--- config.mk ---
export PLATFORM = sky130hd
export DESIGN_NAME = rx_polarity_fix
export DESIGN_NICKNAME = d
export VERILOG_FILES = /design/src/rtl/rx_polarity_pkg.sv /design/src/rtl/pol_run_counter.sv /design/src/rtl/pol_flag_latch.sv /design/src/rtl/pol_data_fix.sv /design/src/rtl/rx_polarity_fix.sv
export SDC_FILE = /design/constraint.sdc
export NUM_CORES = 1
export LEC_CHECK = 0
export BUFFER_PORTS_ARGS = -buffer_cell sky130_fd_sc_hd__buf_2
export CORE_AREA = 5 5 42 44
export CTS_CLUSTER_DIAMETER = 100
export DETAILED_ROUTE_END_ITERATION = 10
export DIE_AREA = 0 0 47 49
export GPL_ROUTABILITY_DRIVEN = 0
export GPL_TIMING_DRIVEN = 0
export PLACE_DENSITY = 0.48
export SLEW_MARGIN = 20
export SYNTH_ARGS = -nofsm -noshare
export SYNTH_HDL_FRONTEND = slang
export SYNTH_SLANG_ARGS = --single-unit
--- constraint.sdc ---
create_clock -name clk -period 1.89 [get_ports clk]
set_input_delay 0.378 -clock clk [delete_from_list [all_inputs] [get_ports clk]]
set_output_delay 0.378 -clock clk [all_outputs]
set_load 0.02 [all_outputs]
--- src/rtl/rx_polarity_pkg.sv ---
package rx_polarity_pkg;

  // Next value of a consecutive-event run: the correct sign restarts it,
  // the wrong sign advances it up to the limit and holds there.
  function automatic int run_next(input int cur, input int limit,
                                  input logic good, input logic wrong);
    int r;
    if (good)
      r = 0;
    else if (wrong)
      r = (cur >= limit) ? limit : cur + 1;
    else
      r = cur;
    return r;
  endfunction

  // Bit width needed to hold values 0..limit.
  function automatic int run_width(input int limit);
    return (limit < 2) ? 1 : $clog2(limit + 1);
  endfunction

endpackage

--- src/rtl/pol_run_counter.sv ---
module pol_run_counter #(
  parameter int LIMIT = 7,
  parameter int CW    = rx_polarity_pkg::run_width(LIMIT)
) (
  input  logic          clk,
  input  logic          rst_n,
  input  logic          good_evt,
  input  logic          wrong_evt,
  output logic [CW-1:0] run,
  output logic          hit
);
  localparam logic [CW-1:0] LIM_V = CW'(LIMIT);

  logic [CW-1:0] run_nx;

  always_comb begin
    run_nx = CW'(rx_polarity_pkg::run_next(int'(run), LIMIT, good_evt, wrong_evt));
    hit    = wrong_evt && !good_evt && (run_nx == LIM_V);
  end

  always_ff @(posedge clk or negedge rst_n) begin
    if (!rst_n)
      run <= '0;
    else
      run <= run_nx;
  end
endmodule

--- src/rtl/pol_flag_latch.sv ---
module pol_flag_latch (
  input  logic clk,
  input  logic rst_n,
  input  logic set_req,
  input  logic clr_req,
  output logic flag
);
  always_ff @(posedge clk or negedge rst_n) begin
    if (!rst_n)
      flag <= 1'b0;
    else if (clr_req)
      flag <= 1'b0;
    else if (set_req)
      flag <= 1'b1;
  end
endmodule

--- src/rtl/pol_data_fix.sv ---
module pol_data_fix (
  input  logic din,
  input  logic invert,
  output logic dout
);
  always_comb dout = invert ? ~din : din;
endmodule

--- src/rtl/rx_polarity_fix.sv ---
module rx_polarity_fix #(
  parameter int LINK_RUN = 7,
  parameter int EOP_RUN  = 3
) (
  input  logic clk,
  input  logic rst_n,
  input  logic lp_ok,
  input  logic lp_inv,
  input  logic eop_ok,
  input  logic eop_inv,
  input  logic link_fail,
  input  logic rx_raw,
  output logic rx_fixed,
  output logic pol_bad
);
  localparam int LW = rx_polarity_pkg::run_width(LINK_RUN);
  localparam int EW = rx_polarity_pkg::run_width(EOP_RUN);

  logic [LW-1:0] lp_run;
  logic [EW-1:0] eop_run;
  logic          lp_hit;
  logic          eop_hit;
  logic          set_req;

  pol_run_counter #(.LIMIT(LINK_RUN), .CW(LW)) u_lp_run (
    .clk(clk), .rst_n(rst_n), .good_evt(lp_ok), .wrong_evt(lp_inv),
    .run(lp_run), .hit(lp_hit)
  );

  pol_run_counter #(.LIMIT(EOP_RUN), .CW(EW)) u_eop_run (
    .clk(clk), .rst_n(rst_n), .good_evt(eop_ok), .wrong_evt(eop_inv),
    .run(eop_run), .hit(eop_hit)
  );

  assign set_req = lp_hit | eop_hit;

  pol_flag_latch u_flag (
    .clk(clk), .rst_n(rst_n), .set_req(set_req), .clr_req(link_fail),
    .flag(pol_bad)
  );

  pol_data_fix u_fix (
    .din(rx_raw), .invert(pol_bad), .dout(rx_fixed)
  );
endmodule

==> PnR_summary.wiki <==
{| class="wikitable"
! Metric !! Value
|-
| Status || finished clean
|-
| Sinks on the clock net || 6
|-
| Per-cell routed wire length || 9.37 um
|-
| Top cell type by total area after synthesis || dfrtp_1
|-
| Most frequent cells in the layout || buf_2 (9), nor3_1 (6), nor2_1 (6), dfrtp_1 (6)
|-
| Worst-margin pin slew || 0.265 ns
|-
| Initial drt markers || 3
|-
| Total number of vias || 282
|-
| Initial cell density of the core || 22.8%
|-
| Arrival time of data at the critical path endpoint || 1.56 ns
|-
| Worst-skew pair later-pin latency || 0.23 ns
|-
| Worst voltage drop across the vdd grid || 0.263 mV
|-
| Fin Clk Skew || 0.00175 ns
|-
| Number of antenna violations at the first check in global routing || 0
|-
| Syn Std Cell Area || 319 um^2
|-
| Data required time at the worst endpoint || 2.00 ns
|-
| Root buffer selected by CTS || clkbuf_4
|-
| Aggregate routed wire length || 581 um
|-
| # placed instances || 58
|-
| Via count of the first global-routing pass || 273
|-
| Clock tree from TritonCTS || done
|-
| Total gr overflow || 0
|-
| Count of state elements after synthesis || 6
|-
| Avg Inst Size Synth || 9.67 um^2
|-
| Max-slew headroom || 82.3%
|-
| Count of boundary I/O pins || 10
|-
| DIE HEIGHT || 49 um
|-
| Maximum number of pins on one net before global-route repair || 7
|-
| # setup viols final || 0
|-
| Detailed Routing Iterations Pass 1 || 5
|-
| Place WS || 0.418 ns
|-
| Share of the cycle needed by the critical path after routing || 76.8%
|-
| Total negative slack || 0 ns
|-
| Maxcap violations || 0
|-
| Number of different library cells in the post-synthesis netlist || 14
|-
| Hold path startpoint || eop_ok
|-
| Worst path setup slack after routing || 0.438 ns
|-
| Remaining antenna violation count after routing || 0
|-
| Number of standard cells after synthesis || 33
|-
| Number of inserted diodes || 0
|-
| Depth of the CTS H-tree || 1
|-
| Number of vias per cell || 4.55
|-
| Non-filler cells in the finished layout || 62
|-
| Worst setup path startpoint || u_lp_run.run[0]
|-
| CTS Buffer Depth || 2
|-
| Crit path max fanout || 4
|-
| Startpoint of the lowest-slack register-to-register path || u_lp_run.run[0]
|-
| Portion of synthesized cell area occupied by the leading cell type || 47.1%
|-
| Time the worst path needs with I/O delays and setup || 1.45 ns
|-
| Die outline area || 2300 um^2
|-
| Width of the die || 47 um
|-
| Clock-pin transition on the worst setup and hold timing paths || 0.04 ns
|-
| RSZ-0062 raised after global routing || false
|-
| Placement Rows || 14
|-
| Endpoint class of the critical path || flip-flop
|-
| Most common cell after layout, fill and taps aside || buf_2
|-
| Cell Pwr Density || 744 nW/um^2
|-
| Layout cell share with drive strength beyond 1 || 28.3%
|-
| YS warnings || 0
|-
| Max-slew violation count || 0
|-
| Tightest Hold Check Type || primary input to flip-flop
|-
| Setup CP Type || flip-flop to flip-flop
|-
| Final nets || 58
|-
| Fraction of the yosys area taken by sequential cells || 47.1%
|-
| Core Box Area || 1400 um^2
|-
| Number of hold violations in the final report || 0
|-
| Count of buffers added by post-CTS timing repair for setup || 0
|-
| Global-route wire length before repair || 1.04 mm
|-
| Remaining DRCs || 0
|-
| Number of input and output port buffers inserted || 9
|-
| Peak clock frequency supported by timing || 689 MHz
|-
| Net count of the mapped netlist || 43
|-
| Cells taking the most area after synthesis || dfrtp_1 (47%), nor3_1 (9.4%), ha_1 (7.8%)
|-
| Pleak || 0.211 nW
|-
| TritonCTS Buffers || 3
|-
| Post-detailed-placement half-perimeter wirelength || 503 um
|-
| Synthesis-to-finish area growth || 30.6%
|-
| Total global-route track usage || 6.10%
|-
| Critical path startpoint category || flip-flop
|}
[worst max-delay path: stages (launching register included)]
cell and delay [ns]:
dfrtp_1 0.40, ha_1 0.21, ha_1 0.28, a211oi_1 0.29, o32ai_2 0.14
[layout make-up]
class	count	area (um^2)
Clock buffer	3	22.5
Fill cell	158	985
Inverter	2	7.51
Multi-Input combinational cell	25	161
Sequential cell	6	150
Tap cell	16	20.0
Timing Repair Buffer	10	55.1
[metrics by stage]
stage | power, W | util [%] | hold slack (ns) | area, um^2
2_1_floorplan | 0.000179 | - | 0.0824 | 319
5_1_grt | 0.000329 | 29.7 | 0.342 | 417
3_3_place_gp | 0.000202 | 27.4 | 0.210 | 384
4_1_cts | 0.000318 | 29.7 | 0.318 | 417
6_report | 0.000310 | 29.7 | 0.325 | 417
3_5_place_dp | 0.000201 | 27.4 | 0.203 | 384
[cell usage after synthesis (all sizes together)]
master  instances
dfrtp           6
nor2            6
a211oi          3
nand2b          1
a31oi           1
xor2            1
a21oi           1
o32ai           1
nor3            6
or3b            1
inv             2
and3            1
ha              2
nand2           1
[where the power goes]
| group | internal, W | total, W | switching, W |
|---|---|---|---|
| combinational | 0.0000245 | 0.0000529 | 0.0000285 |
| sequential | 0.000138 | 0.000148 | 0.00000917 |
| clock | 0.0000713 | 0.000110 | 0.0000384 |
[repair_timing]
| item | CTS | global route |
|---|---|---|
| hold buffers | 1 | 0 |
| gates resized for setup | 0 | 0 |
| endpoints found under the hold margin | 6 | 0 |
[layer usage]
| layer | up-vias | GRT usage, % | wire length (um) |
|---|---|---|---|
| li1 | 147 | - | - |
| met1 | 129 | 7.42 | 243 |
| met2 | 6 | 9.28 | 310 |
| met3 | 0 | 1.11 | 27 |
| met4 | 0 | 4.15 | 0 |
| met5 | - | 0 | 0 |
[cells by family (layout without fill, tap and decap cells)]
family          after synthesis  count (layout)  share of synthesized area [%]
fa+ha+maj                     2               2                           7.84
xor+xnor                      1               1                           2.75
simple gates                 16              16                           24.3
buf+inv                       2              15                           2.35
flops                         6               6                           47.1
compound gates                6               6                           15.7
[worst paths after layout]
path,end,slack (ns),depth (start not counted)
max in group asynchronous,u_lp_run.run[0],1.26,2
min in group asynchronous,u_eop_run.run[1],0.50,2
worst max register to register,u_flag.flag,0.44,4
worst min register to register,u_eop_run.run[1],0.53,2
worst max-delay path,u_flag.flag,0.44,4
worst min-delay path,u_eop_run.run[1],0.32,2
[sequential cells by signal, summed over array words and instances (netlist names)]
| register | count |
|---|---|
| u_lp_run.run | 3 |
| u_eop_run.run | 2 |
| u_flag.flag | 1 |
Power figures use the tool's default switching activity.
